### config.mk
export PLATFORM = sky130hd
export DESIGN_NAME = word_byte_splitter
export DESIGN_NICKNAME = d
export VERILOG_FILES = /design/src/rtl/wbs_pkg.sv /design/src/rtl/wbs_ready_sync.sv /design/src/rtl/wbs_addr_map.sv /design/src/rtl/wbs_sequencer.sv /design/src/rtl/word_byte_splitter.sv
export SDC_FILE = /design/constraint.sdc
export NUM_CORES = 1
export LEC_CHECK = 0
export ABC_AREA = 1
export BUFFER_PORTS_ARGS = -buffer_cell sky130_fd_sc_hd__buf_2
export CAP_MARGIN = 30
export CORE_MARGIN = 5
export CORE_UTILIZATION = 47
export CTS_CLUSTER_SIZE = 25
export DETAILED_ROUTE_END_ITERATION = 8
export PLACE_DENSITY = 0.75
export SYNTH_ARGS = -nofsm -noshare
export SYNTH_HDL_FRONTEND = slang
export SYNTH_SLANG_ARGS = --single-unit
export TNS_END_PERCENT = 100
### constraint.sdc
create_clock -name clk -period 1.9 [get_ports clk]
set_input_delay 0 -clock clk [delete_from_list [all_inputs] [get_ports clk]]
set_output_delay 0 -clock clk [all_outputs]
set_load 0.005 [all_outputs]
### src/rtl/wbs_pkg.sv
// Shared definitions for the word-to-byte splitter.
// Assumes the timing fields are three bits wide and counted in core clocks.
package wbs_pkg;
    parameter int WBS_TW = 3;
    typedef logic [WBS_TW-1:0] tick_t;

    typedef enum logic [1:0] {
        PH_IDLE   = 2'd0,
        PH_SETUP  = 2'd1,
        PH_STROBE = 2'd2
    } phase_t;
endpackage

### src/rtl/wbs_ready_sync.sv
// Multi-stage synchronizer for the peripheral ready line.
// Assumes the line is asynchronous to clk. Resets to "ready" so that the
// first access after reset is not stretched.
module wbs_ready_sync #(
    parameter int STAGES = 2
) (
    input  logic clk,
    input  logic rst_n,
    input  logic din,
    output logic dout
);
    logic [STAGES-1:0] chain;

    generate
        if (STAGES == 1) begin : g_single
            // Single stage: capture the raw line once per clock.
            always_ff @(posedge clk) begin
                if (!rst_n) chain <= '1;
                else        chain <= din;
            end
        end else begin : g_multi
            // Shift the raw line through the chain, one stage per clock.
            always_ff @(posedge clk) begin
                if (!rst_n) chain <= '1;
                else        chain <= {chain[STAGES-2:0], din};
            end
        end
    endgenerate

    assign dout = chain[STAGES-1];
endmodule

### src/rtl/wbs_addr_map.sv
// Host-to-local address mapping.
// Assumes the host address is one bit wider than the local one. With divide
// selected, the host address is shifted right by one. The second byte of a
// split gets bit 0 forced high.
module wbs_addr_map #(
    parameter int LOC_AW  = 3,
    localparam int HOST_AW = LOC_AW + 1
) (
    input  logic [HOST_AW-1:0] host_addr,
    input  logic               divide,
    input  logic               odd_byte,
    output logic [LOC_AW-1:0]  loc_addr
);
    logic [LOC_AW-1:0] base;

    // Choose which window of host lines reaches the local bus.
    always_comb begin
        if (divide) base = host_addr[LOC_AW:1];
        else        base = host_addr[LOC_AW-1:0];
    end

    // Second byte of a split always lands on the odd local address.
    always_comb begin
        loc_addr = base;
        if (odd_byte) loc_addr[0] = 1'b1;
    end
endmodule

### src/rtl/wbs_sequencer.sv
// Byte-cycle sequencer: setup gap, then strobe, repeated once more for a
// split access.
// Assumes: start is only raised while idle; the timing fields are stable
// while busy; rdy is already synchronized.
module wbs_sequencer
    import wbs_pkg::*;
(
    input  logic   clk,
    input  logic   rst_n,
    input  logic   start,
    input  logic   split_in,
    input  tick_t  setup_len,
    input  tick_t  strobe_len,
    input  logic   rdy,
    output phase_t phase,
    output logic   byte_sel,
    output logic   split_act,
    output logic   byte_done,
    output logic   last_done,
    output logic   busy
);
    tick_t cnt;
    tick_t setup_last;
    tick_t strobe_last;
    logic  strobe_end;

    function automatic tick_t at_least_one(input tick_t f);
        return (f == '0) ? tick_t'(1) : f;
    endfunction

    // Terminal counts; a zero field behaves as one cycle.
    always_comb begin
        setup_last  = at_least_one(setup_len) - tick_t'(1);
        strobe_last = at_least_one(strobe_len) - tick_t'(1);
    end

    // The strobe ends once the width has elapsed and the peripheral is ready.
    always_comb begin
        strobe_end = (phase == PH_STROBE) && (cnt >= strobe_last) && rdy;
        byte_done  = strobe_end;
        last_done  = strobe_end && (byte_sel || !split_act);
        busy       = (phase != PH_IDLE);
    end

    // Phase, counter and byte-index state machine.
    always_ff @(posedge clk) begin
        if (!rst_n) begin
            phase     <= PH_IDLE;
            cnt       <= '0;
            byte_sel  <= 1'b0;
            split_act <= 1'b0;
        end else begin
            case (phase)
                PH_IDLE: begin
                    if (start) begin
                        phase     <= PH_SETUP;
                        cnt       <= '0;
                        byte_sel  <= 1'b0;
                        split_act <= split_in;
                    end
                end
                PH_SETUP: begin
                    if (cnt == setup_last) begin
                        phase <= PH_STROBE;
                        cnt   <= '0;
                    end else begin
                        cnt <= cnt + tick_t'(1);
                    end
                end
                PH_STROBE: begin
                    if (strobe_end) begin
                        cnt <= '0;
                        if (split_act && !byte_sel) begin
                            phase    <= PH_SETUP;
                            byte_sel <= 1'b1;
                        end else begin
                            phase <= PH_IDLE;
                        end
                    end else if (cnt < strobe_last) begin
                        cnt <= cnt + tick_t'(1);
                    end
                end
                default: phase <= PH_IDLE;
            endcase
        end
    end

    // A low synchronized ready keeps the strobe phase.
    assert_stretch_hold_R7: assert property (@(posedge clk) disable iff (!rst_n)
        (phase == PH_STROBE && !rdy) |=> (phase == PH_STROBE));

    // A strobe never follows idle directly: a setup gap always comes first.
    assert_gap_first_R5: assert property (@(posedge clk) disable iff (!rst_n)
        (phase == PH_STROBE) |-> ($past(phase) != PH_IDLE));
endmodule

### src/rtl/word_byte_splitter.sv
// Top of the word-to-byte bus splitter.
// Latches a host access, decides whether it splits, drives the local strobes,
// address, data and high-byte enable, and assembles read words.
// Assumes host_req is a one-cycle pulse and that configuration inputs are
// stable while host_wait is high.
module word_byte_splitter
    import wbs_pkg::*;
#(
    parameter int  DW      = 8,
    parameter int  LOC_AW  = 3,
    parameter int  SYNC_ST = 2,
    localparam int HOST_AW = LOC_AW + 1,
    localparam int HDW     = 2 * DW
) (
    input  logic               clk,
    input  logic               rst_n,
    input  logic               cfg_split_en,
    input  logic               cfg_bhe_pol,
    input  logic               cfg_addr_div,
    input  logic [WBS_TW-1:0]  cfg_setup,
    input  logic [WBS_TW-1:0]  cfg_width,
    input  logic               host_mem_mode,
    input  logic               host_req,
    input  logic               host_we,
    input  logic               host_hi_en,
    input  logic [HOST_AW-1:0] host_addr,
    input  logic [HDW-1:0]     host_wdata,
    output logic [HDW-1:0]     host_rdata,
    output logic               host_wait,
    output logic [LOC_AW-1:0]  per_addr,
    output logic [DW-1:0]      per_wdata,
    input  logic [DW-1:0]      per_rdata,
    output logic               per_rd_n,
    output logic               per_wr_n,
    output logic               per_bhe,
    input  logic               per_ready
);
    logic               start;
    logic               split_req;
    logic               we_q, hi_q, div_q;
    logic [HOST_AW-1:0] addr_q;
    logic [HDW-1:0]     wdata_q;
    tick_t              setup_q, width_q;
    logic [DW-1:0]      lo_q;
    logic [HDW-1:0]     rdata_q;
    logic               rdy_s;
    phase_t             phase;
    logic               byte_sel, split_act, byte_done, last_done, busy;
    logic               strobe_on, bhe_act;

    // Accept a request only while idle; decide here whether it splits.
    always_comb begin
        start     = host_req && !busy;
        split_req = cfg_split_en && host_mem_mode && host_hi_en && !host_addr[0];
    end

    // Capture the host access and timing fields at acceptance.
    always_ff @(posedge clk) begin
        if (!rst_n) begin
            we_q    <= 1'b0;
            hi_q    <= 1'b0;
            div_q   <= 1'b0;
            addr_q  <= '0;
            wdata_q <= '0;
            setup_q <= '0;
            width_q <= '0;
        end else if (start) begin
            we_q    <= host_we;
            hi_q    <= host_hi_en;
            div_q   <= cfg_addr_div;
            addr_q  <= host_addr;
            wdata_q <= host_wdata;
            setup_q <= cfg_setup;
            width_q <= cfg_width;
        end
    end

    wbs_ready_sync #(.STAGES(SYNC_ST)) u_sync (
        .clk   (clk),
        .rst_n (rst_n),
        .din   (per_ready),
        .dout  (rdy_s)
    );

    wbs_sequencer u_seq (
        .clk        (clk),
        .rst_n      (rst_n),
        .start      (start),
        .split_in   (split_req),
        .setup_len  (setup_q),
        .strobe_len (width_q),
        .rdy        (rdy_s),
        .phase      (phase),
        .byte_sel   (byte_sel),
        .split_act  (split_act),
        .byte_done  (byte_done),
        .last_done  (last_done),
        .busy       (busy)
    );

    wbs_addr_map #(.LOC_AW(LOC_AW)) u_map (
        .host_addr (addr_q),
        .divide    (div_q),
        .odd_byte  (byte_sel),
        .loc_addr  (per_addr)
    );

    // Capture the first byte of a read and assemble the word at completion.
    always_ff @(posedge clk) begin
        if (!rst_n) begin
            lo_q    <= '0;
            rdata_q <= '0;
        end else if (byte_done && !we_q) begin
            if (!byte_sel) lo_q <= per_rdata;
            if (last_done) begin
                if (split_act) rdata_q <= {per_rdata, lo_q};
                else           rdata_q <= {{DW{1'b0}}, per_rdata};
            end
        end
    end

    // Drive the local strobes, write byte and high-byte enable.
    always_comb begin
        strobe_on = (phase == PH_STROBE);
        per_wr_n  = !(strobe_on && we_q);
        per_rd_n  = !(strobe_on && !we_q);
        per_wdata = byte_sel ? wdata_q[HDW-1:DW] : wdata_q[DW-1:0];
        bhe_act   = busy && (split_act ? byte_sel : hi_q);
        per_bhe   = bhe_act ^ cfg_bhe_pol;
    end

    assign host_wait  = busy;
    assign host_rdata = rdata_q;

    // Never both strobes at once.
    assert_one_strobe_R2: assert property (@(posedge clk) disable iff (!rst_n)
        !(!per_rd_n && !per_wr_n));

    // No strobe while the host is not held.
    assert_quiet_idle_R4: assert property (@(posedge clk) disable iff (!rst_n)
        !host_wait |-> (per_rd_n && per_wr_n));

    // Second byte of a split always goes to an odd local address.
    assert_odd_second_R8: assert property (@(posedge clk) disable iff (!rst_n)
        (split_act && byte_sel && !(per_rd_n && per_wr_n)) |-> per_addr[0]);

    // High-byte enable sits at its inactive level when idle.
    assert_bhe_idle_R9: assert property (@(posedge clk) disable iff (!rst_n)
        !host_wait |-> (per_bhe == cfg_bhe_pol));

    // A request during a busy access leaves the latched address untouched.
    assert_busy_ignore_R11: assert property (@(posedge clk) disable iff (!rst_n)
        (host_wait && host_req) |=> $stable(addr_q));
endmodule

==> PnR_summary.wiki, run 1 <==
{| class="wikitable"
! Metric !! Value
|-
| Clock period minus worst slack || 2.33 ns
|-
| Detailed placer's ending HPWL || between 4000 and 5000 um
|-
| Run status || complete, but fails checks
|-
| Total net switching power || slightly below 0.002 W
|-
| Max FO, Critical Path || 7
|-
| Cell with the most instances on the worst path || sky130_fd_sc_hd__nor2_1
|-
| Number of slew-limit violations in the final report || 0
|-
| Start-to-end type of the worst setup path || reg -> reg
|-
| Sinks on Clock Net || 62
|-
| Cells taking the most area after synthesis || sky130_fd_sc_hd__dfxtp_1 (43%), sky130_fd_sc_hd__nand2_1 (10%), sky130_fd_sc_hd__nor2_1 (8.1%), sky130_fd_sc_hd__o21ai_0 (6.9%), sky130_fd_sc_hd__a21oi_1 (5.5%)
|-
| R2r startpoint || width_q[1]$_SDFFE_PN0P_
|-
| Number of instances in the synthesized netlist || 395
|-
| Area share of the largest cell type after synthesis || 0.430
|-
| Chip Height || 88.4 um
|-
| Warning count from the yosys run || 0
|-
| Signed area change from the synthesized netlist to the final layout || 47.1%
|-
| Reg-to-reg slack, setup || -0.43 ns
|-
| Unrepaired setup endpoints after global routing || true
|-
| Placement Rows || 28
|-
| Main flop type after synthesis || sky130_fd_sc_hd__dfxtp_1
|-
| Hold Path End || u_seq.split_act$_SDFFE_PN0P_
|-
| Clock-pin slew of the registers on the worst-case setup and hold paths || 0.08 ns
|-
| # fillers || 455
|-
| Length of the first detailed-routing pass in iterations || 5
|-
| Period utilisation layout || 1.23
|-
| Port buffer count || 74
|-
| Worst endpoint data arrival time || 2.55 ns
|-
| Type of destination of the critical path || register
|-
| Number of distinct standard cells referenced by the synthesized netlist || 30
|-
| Power per cell area || 1240 mW/mm^2
|-
| Critical Path Source Type || register
|-
| Routed wire length || 9030 um
|-
| Initial DRC count || 277
|-
| Total power of the final layout || 0.00527 W
|-
| Number of remaining DRC errors || 0
|-
| Share of synthesized flip-flops with an asynchronous set or reset || 0
|-
| Average wire per standard cell || 15.1 um
|-
| Weighted congestion reported at the end of routability-driven placement || 0.782
|-
| Maximum number of pins on one net before global-route repair || 33
|-
| Relative slew slack || 0.562
|-
| Synth Register Bits || 62
|-
| Hold Path Depth || 5
|-
| Fraction of final layout cells sized beyond drive strength 1 || 0.296
|-
| Sequential-to-total area share from yosys stat || 0.430
|-
| Count of final hold-check violations || 0
|-
| Total gr overflow || 0
|-
| Leakage Power || 1.92 nW
|-
| Kind of cell adding the most delay to the critical path || simple AND/OR/NAND/NOR gates
|-
| Post-synth net total || 449
|-
| Antenna cells || 0
|-
| Clock power frac || 0.253
|-
| Share of total power in combinational logic || 0.424
|-
| Failing checks || negative setup slack
|-
| VDD IR-drop max || around 680 uV
|-
| Internal || 0.00330 W
|-
| Total vias in the final route || 3128
|-
| Final number of setup-violating endpoints || 30
|-
| Cell with the largest stage delay on the worst path || sky130_fd_sc_hd__dfxtp_2
|-
| Initial antenna violation count || 0
|-
| Net switching share of the total power || 0.374
|-
| Number of buffers created by CTS || 9
|-
| Avg Synthesized Cell Area || 7.31 sq um
|-
| Top-Level Pins || 75
|-
| Antenna Nets Post-Route || 0
|-
| Buf+Inv Stages, Crit Path || 1
|-
| Transition time of the tightest slew-check pin || 0.656 ns
|-
| Core region area || ~0.0060 sq mm
|-
| Die Footprint || slightly below 0.008 sq mm
|-
| Vias in the first global route || 2976
|-
| Total GRT Usage || 0.223
|-
| Achievable frequency || between 400 and 500 MHz
|-
| Effective utilization at floorplan || 0.485
|-
| CTS tree || done
|-
| Worst endpoint required time || 2.12 ns
|-
| Register share of total power || 0.323
|-
| Clk Tree Root Cell || sky130_fd_sc_hd__clkbuf_8
|-
| Routed via count divided by cell count || between 5 and 6
|-
| Max-cap check violation count || 0
|-
| CP max stage delay || 0.33 ns
|-
| Number of synthesized flops with an enable pin || 0
|-
| Synth area leader || sky130_fd_sc_hd__dfxtp_1
|-
| Source-to-sink clock delay at the later pin of the worst-skew pair || 0.34 ns
|-
| Reg2Reg Depth || 13
|-
| Number of nets in the layout || 572
|-
| Instance area after placement || 0.00336 sq mm
|-
| Setup skew after layout || 0.00920 ns
|-
| Total number of H-tree levels || 3
|-
| Worst flop-to-flop path endpoint || lo_q[4]$_SDFFE_PN0P_
|-
| Post-route cell area || 0.00425 sq mm
|-
| Worst setup margin || -0.434 ns
|-
| Min-Delay Startpoint || host_mem_mode
|-
| Wire length of the first global-routing pass || between 10000 and 15000 um
|-
| Max Buffers Root-to-Sink || 2
|-
| Die outline width || 88.4 um
|-
| Series of cell instances along the critical path || nor2_1, nor2_1, ha_2, xnor2_2, ha_4, nand3_2, nand3_2, nand2_4, nor2_8, nand2_8, buf_12, a21oi_2, nor2_1
|-
| Synthesized cell area || 0.00289 sq mm
|-
| Path category of the worst min-delay check || in -> reg
|}
-- layout make-up --
type	instances	area, sq um	area share
timing repair buffer	133	962	0.227
multi-input combinational	283	1610	0.378
clock inverter	5	81.3	0.0191
tap	75	93.8	0.0221
sequential	62	1240	0.293
inverter	29	109	0.0256
clock buffer	11	151	0.0356
-- logic make-up after synthesis --
family          after synthesis  synth area share
compound gates               84             0.159
xor+xnor                      4            0.0121
fa+ha+maj                    10            0.0433
buf+inv                      51            0.0754
flops                        62             0.430
simple gates                184             0.281
-- synth_stat cells, types with 2 or more instances --
cell type / number
sky130_fd_sc_hd__a21oi_1: 32
sky130_fd_sc_hd__a21oi_2: 8
sky130_fd_sc_hd__buf_1: 3
sky130_fd_sc_hd__buf_2: 3
sky130_fd_sc_hd__buf_4: 2
sky130_fd_sc_hd__buf_6: 2
sky130_fd_sc_hd__clkbuf_1: 12
sky130_fd_sc_hd__dfxtp_1: 62
sky130_fd_sc_hd__ha_1: 10
sky130_fd_sc_hd__inv_1: 27
sky130_fd_sc_hd__inv_2: 2
sky130_fd_sc_hd__nand2_1: 80
sky130_fd_sc_hd__nand2_4: 3
sky130_fd_sc_hd__nand3_1: 21
sky130_fd_sc_hd__nand4_1: 8
sky130_fd_sc_hd__nor2_1: 62
sky130_fd_sc_hd__nor2_2: 2
sky130_fd_sc_hd__nor2_4: 2
sky130_fd_sc_hd__o21ai_0: 40
sky130_fd_sc_hd__or2_2: 2
sky130_fd_sc_hd__xnor2_1: 2
sky130_fd_sc_hd__xor2_1: 2
-- metrics by stage --
step | utilization | instances | setup TNS (ns) | worst slack [ns] | hold slack (ns)
2_1_floorplan | - | 395 | -0.588 | -0.0938 | 0.0600
3_3_place_gp | 0.564 | 534 | -1.80 | -0.103 | 0.195
3_5_place_dp | 0.564 | 534 | -4.13 | -0.215 | 0.201
4_1_cts | 0.679 | 591 | -3.45 | -0.142 | 0.0936
6_report | 0.713 | 598 | -9.61 | -0.434 | 0.118
5_1_grt | 0.713 | 598 | -11.12 | -0.474 | 0.131
-- tightest hold or removal path: stages --
cell and delay [ns]:
sky130_fd_sc_hd__buf_2 0.09, sky130_fd_sc_hd__nand3_1 0.08, sky130_fd_sc_hd__nor3_1 0.06, sky130_fd_sc_hd__a21oi_1 0.13, sky130_fd_sc_hd__nor2_1 0.05
-- layer usage --
layer / routed length, um / GRT usage
met5: 0 / 0
met4: 309 / 0.115
met3: 747 / 0.0698
met2: 4350 / 0.362
met1: 3620 / 0.266
-- power groups by stage --
stage,clock [W],sequential [W],combinational [W]
6_report,0.00133,0.00170,0.00223
3_3_place_gp,0,0.00171,0.00163
3_5_place_dp,0,0.00172,0.00167
5_1_grt,0.00142,0.00173,0.00245
4_1_cts,0.00136,0.00169,0.00186
2_1_floorplan,0,0.00169,0.00124
-- sequential cells by signal, summed over array words and instances, names as in the netlist, 2 cells and up --
name,cells
addr_q,4
host_rdata,16
lo_q,8
setup_q,3
u_seq.cnt,3
u_seq.phase,2
u_sync.chain,2
wdata_q,16
width_q,3
-- worst max path at each step --
stage | from | to | slack, ns | cells past startpoint
2_1_floorplan | width_q[2]$_SDFFE_PN0P_ | lo_q[6]$_SDFFE_PN0P_ | -0.09 | 13
3_3_place_gp | width_q[1]$_SDFFE_PN0P_ | lo_q[0]$_SDFFE_PN0P_ | -0.10 | 13
3_5_place_dp | width_q[1]$_SDFFE_PN0P_ | lo_q[3]$_SDFFE_PN0P_ | -0.22 | 13
4_1_cts | width_q[1]$_SDFFE_PN0P_ | host_rdata[5]$_SDFFE_PN0P_ | -0.14 | 12
5_1_grt | width_q[2]$_SDFFE_PN0P_ | lo_q[4]$_SDFFE_PN0P_ | -0.47 | 13
6_report | width_q[1]$_SDFFE_PN0P_ | lo_q[4]$_SDFFE_PN0P_ | -0.43 | 13
-- timing repair --
action | CTS | global route
setup buffers | 3 | 5
hold buffers | 38 | 0
pin swaps | 1 | 18
gates cloned | 0 | 2
endpoints found under the hold margin | 38 | 0
gates resized for setup | 13 | 15
setup endpoints to repair | 30 | 30
-- cell usage in the layout (no fill, tap or decap), drive strengths merged, types with 8 or more instances in the layout --
master        n
o21ai        41
buf          94
nand3        22
ha           10
dlygate4sd3  38
clkbuf       12
nand4         8
nor2         67
a21oi        40
nand2        85
dfxtp        62
inv          29
No activity file was read; power rests on OpenSTA's default activity.
==> inputs of run 2 (changes only) <==
- CORE_UTILIZATION: 47 -> 49
- CTS_BUF_LIST: unset -> sky130_fd_sc_hd__clkbuf_4 sky130_fd_sc_hd__clkbuf_8
- PLACE_DENSITY: 0.75 -> 0.78
==> run 2 against run 1 <==
- the flow still finishes with violations (negative setup slack)
- non-clock buffer count fell by 7
- power fell by 8.6%
- worst hold slack got worse by 0.031 ns
- die area fell by 3.6%
- clock power fell by 16%
- utilization fell by 1.3 points
- sequential power barely moved
- flip-flop and latch count did not move
- count of clock-buffer cells in the layout fell by 2
- critical path type unchanged
- largest cell class unchanged
==> PnR_summary.wiki, run 2 (synthesis gave the netlist of run 1 again) <==
{| class="wikitable"
! Metric !! Value
|-
| Antenna Nets Post-Route || 0 (unchanged)
|-
| Cell total after placement || 534 (unchanged)
|-
| Placement Rows || 28 (unchanged)
|-
| Run status || complete, but fails checks (unchanged)
|-
| Power per cell area || 1180 mW/mm^2 (was 1240 mW/mm^2)
|-
| Total gr overflow || 0 (unchanged)
|-
| Average wire per standard cell || 13.9 um (was 15.1 um)
|-
| Start-to-end type of the worst setup path || reg -> reg (unchanged)
|-
| Effective utilization at floorplan || 0.497 (was 0.485)
|-
| Most frequent standard cell in the layout excluding fill and tap cells || sky130_fd_sc_hd__nand2_1 (unchanged)
|-
| Post-route cell area || 0.00407 sq mm (was 0.00425 sq mm)
|-
| Die Footprint || 0.00753 sq mm (was 0.00781 sq mm)
|-
| Failing checks || negative setup slack (unchanged)
|-
| Count of final hold-check violations || 0 (unchanged)
|-
| Kind of cell adding the most delay to the critical path || simple AND/OR/NAND/NOR gates (unchanged)
|-
| CP max stage delay || 0.32 ns (was 0.33 ns)
|-
| Total net switching power || 0.00184 W (was 0.00197 W)
|-
| Series of cell instances along the critical path || nor2_2, nor2_2, ha_2, xnor2_2, ha_4, nand3_2, nand3_2, nand2_4, nor2_8, buf_8, nand4_1, a21oi_2 (was nor2_1, nor2_1, ha_2, xnor2_2, ha_4, nand3_2, nand3_2, nand2_4, nor2_8, nand2_8, buf_12, a21oi_2, nor2_1)
|-
| Routed wire length || 8190 um (was 9030 um)
|-
| Initial DRC count || 256 (was 277)
|-
| Antenna cells || 0 (unchanged)
|-
| Unrepaired setup endpoints after global routing || true (unchanged)
|-
| Source-to-sink clock delay at the later pin of the worst-skew pair || 0.34 ns (about the same)
|-
| Clk Tree Root Cell || sky130_fd_sc_hd__clkbuf_8 (unchanged)
|-
| Number of slew-limit violations in the final report || 0 (unchanged)
|-
| Relative slew slack || 0.542 (was 0.562)
|-
| Internal || 0.00298 W (was 0.00330 W)
|-
| Period utilisation layout || 1.13 (was 1.23)
|-
| Critical Path Source Type || register (unchanged)
|-
| Top-Level Pins || 75 (unchanged)
|-
| CTS tree || done (unchanged)
|-
| Max FO, Critical Path || 8 (was 7)
|-
| Setup skew after layout || 0.00816 ns (was 0.00920 ns)
|-
| Clock-pin slew of the registers on the worst-case setup and hold paths || 0.07 ns (was 0.08 ns)
|-
| Worst setup margin || -0.245 ns (was -0.434 ns)
|-
| Total vias in the final route || 3048 (was 3128)
|-
| Number of remaining DRC errors || 0 (unchanged)
|-
| Worst flop-to-flop path endpoint || host_rdata[10]$_SDFFE_PN0P_ (was lo_q[4]$_SDFFE_PN0P_)
|-
| Total GRT Usage || 0.216 (was 0.223)
|-
| Sinks on Clock Net || 62 (unchanged)
|-
| Path category of the worst min-delay check || in -> reg (unchanged)
|-
| Hold Path Depth || 5 (unchanged)
|-
| Initial antenna violation count || 0 (unchanged)
|-
| Hold Path End || u_seq.split_act$_SDFFE_PN0P_ (unchanged)
|-
| Maximum number of pins on one net before global-route repair || 33 (unchanged)
|-
| Detailed placer's ending HPWL || 4780 um (was 4770 um)
|-
| Transition time of the tightest slew-check pin || 0.686 ns (was 0.656 ns)
|-
| Final number of setup-violating endpoints || 30 (unchanged)
|-
| R2r startpoint || width_q[2]$_SDFFE_PN0P_ (was width_q[1]$_SDFFE_PN0P_)
|-
| Instance area after placement || 0.00336 sq mm (unchanged)
|-
| Launching instance or port of the critical path || width_q[2]$_SDFFE_PN0P_ (was width_q[1]$_SDFFE_PN0P_)
|-
| Reg-to-reg slack, setup || -0.25 ns (was -0.43 ns)
|-
| Vias in the first global route || 2761 (was 2976)
|-
| Max Buffers Root-to-Sink || 2 (unchanged)
|-
| VDD IR-drop max || 641 uV (was 682 uV)
|-
| Min-Delay Startpoint || cfg_split_en (was host_mem_mode)
|-
| Cell with the largest stage delay on the worst path || sky130_fd_sc_hd__dfxtp_2 (unchanged)
|-
| Fraction of final layout cells sized beyond drive strength 1 || 0.283 (was 0.296)
|-
| Port buffer count || 74 (unchanged)
|-
| Length of the first detailed-routing pass in iterations || 5 (unchanged)
|-
| Leakage Power || 1.83 nW (was 1.92 nW)
|-
| Number of nets in the layout || 565 (was 572)
|-
| Worst endpoint data arrival time || 2.42 ns (was 2.55 ns)
|-
| Final non-filler cell total || 591 (was 598)
|-
| Max-cap check violation count || 0 (unchanged)
|-
| Clock power frac || 0.233 (was 0.253)
|-
| Reg2Reg Depth || 12 (was 13)
|-
| Die outline width || 86.8 um (was 88.4 um)
|-
| Buf+Inv Stages, Crit Path || 1 (unchanged)
|-
| Weighted congestion reported at the end of routability-driven placement || 0.830 (was 0.782)
|-
| Clock period minus worst slack || 2.15 ns (was 2.33 ns)
|-
| Routed via count divided by cell count || 5.16 (was 5.23)
|-
| Core region area || 0.00582 sq mm (was 0.00596 sq mm)
|-
| Type of destination of the critical path || register (unchanged)
|-
| Net switching share of the total power || 0.382 (was 0.374)
|-
| Chip Height || 86.8 um (was 88.4 um)
|-
| Share of total power in combinational logic || 0.414 (was 0.424)
|-
| Total number of H-tree levels || 3 (unchanged)
|-
| Commonest non-fill, non-tap cells in the layout || sky130_fd_sc_hd__nand2_1 (78), sky130_fd_sc_hd__buf_2 (74), sky130_fd_sc_hd__dfxtp_1 (60) (was sky130_fd_sc_hd__nand2_1 (77), sky130_fd_sc_hd__buf_2 (74), sky130_fd_sc_hd__dfxtp_1 (60))
|-
| Achievable frequency || 466 MHz (was 428 MHz)
|-
| Signed area change from the synthesized netlist to the final layout || 40.9% (was 47.1%)
|-
| Worst endpoint required time || 2.17 ns (was 2.12 ns)
|-
| Pre-CTS WS || -0.221 ns (was -0.215 ns)
|-
| Register share of total power || 0.354 (was 0.323)
|-
| Wire length of the first global-routing pass || 12800 um (was 13500 um)
|-
| Number of buffers created by CTS || 9 (unchanged)
|}
==> run 2: changes by cell type in the layout (fill, tap and decap cells not counted), sizes merged <==
cell / change
buf: -7
clkbuf: -2
clkinv: +2
bufinv: -1
clkinvlp: +1
==> run 2: layer usage <==
layer	vias up	GRT usage	wire length, um
li1	1511	-	-
met1	1387	0.273	3360
met2	134	0.355	4000
met3	16	0.0551	678
met4	0	0.0807	155
met5	-	0	0
==> run 2: layout make-up <==
cell class,count,area [sq um]
repair buffers,126,881
well taps,75,93.8
inverters,29,109
flip-flops and latches,62,1240
fillers,464,1750
multi-input cells,283,1550
clock buffers,9,124
clock inverters,7,65.1
==> run 2: stage by stage <==
| step | setup TNS (ns) | total power [W] | hold WS, ns | utilization |
|---|---|---|---|---|
| after floorplan | -0.588 | 0.00293 | 0.0600 | - |
| after global placement | -1.80 | 0.00334 | 0.207 | 0.577 |
| after detailed placement | -4.79 | 0.00340 | 0.208 | 0.577 |
| after CTS | -3.40 | 0.00461 | 0.0851 | 0.681 |
| after global routing | -8.56 | 0.00515 | 0.117 | 0.700 |
| final | -4.99 | 0.00481 | 0.0865 | 0.700 |
==> run 2: repair_timing <==
action	in CTS	in global routing
gates resized for setup	6	15
hold buffers	38	0
gates cloned	0	2
buffers inserted	1	0
endpoints found under the hold margin	38	0
pin swaps	0	12
endpoints found under the setup margin	30	30
==> run 2: worst min-delay path, stage by stage <==
cell,delay (ns)
sky130_fd_sc_hd__buf_2,0.10
sky130_fd_sc_hd__nand3_1,0.07
sky130_fd_sc_hd__nor3_1,0.06
sky130_fd_sc_hd__a21oi_1,0.11
sky130_fd_sc_hd__nor2_1,0.04
==> run 2: how the worst max path moves through the flow <==
stage / slack, ns / cells past startpoint / endpoint
6_report: -0.25 / 12 / host_rdata[10]$_SDFFE_PN0P_
3_3_place_gp: -0.11 / 13 / lo_q[2]$_SDFFE_PN0P_
3_5_place_dp: -0.22 / 13 / lo_q[0]$_SDFFE_PN0P_
5_1_grt: -0.34 / 13 / lo_q[4]$_SDFFE_PN0P_
2_1_floorplan: -0.09 / 13 / lo_q[6]$_SDFFE_PN0P_
4_1_cts: -0.14 / 12 / host_rdata[3]$_SDFFE_PN0P_
==> run 2: power by group through the flow <==
stage | Sequential, W | Clock, W | Combinational, W
after floorplan | 0.00169 | 0 | 0.00124
after global placement | 0.00171 | 0 | 0.00163
after detailed placement | 0.00172 | 0 | 0.00168
after CTS | 0.00169 | 0.00113 | 0.00179
after global routing | 0.00173 | 0.00120 | 0.00221
final | 0.00170 | 0.00112 | 0.00199
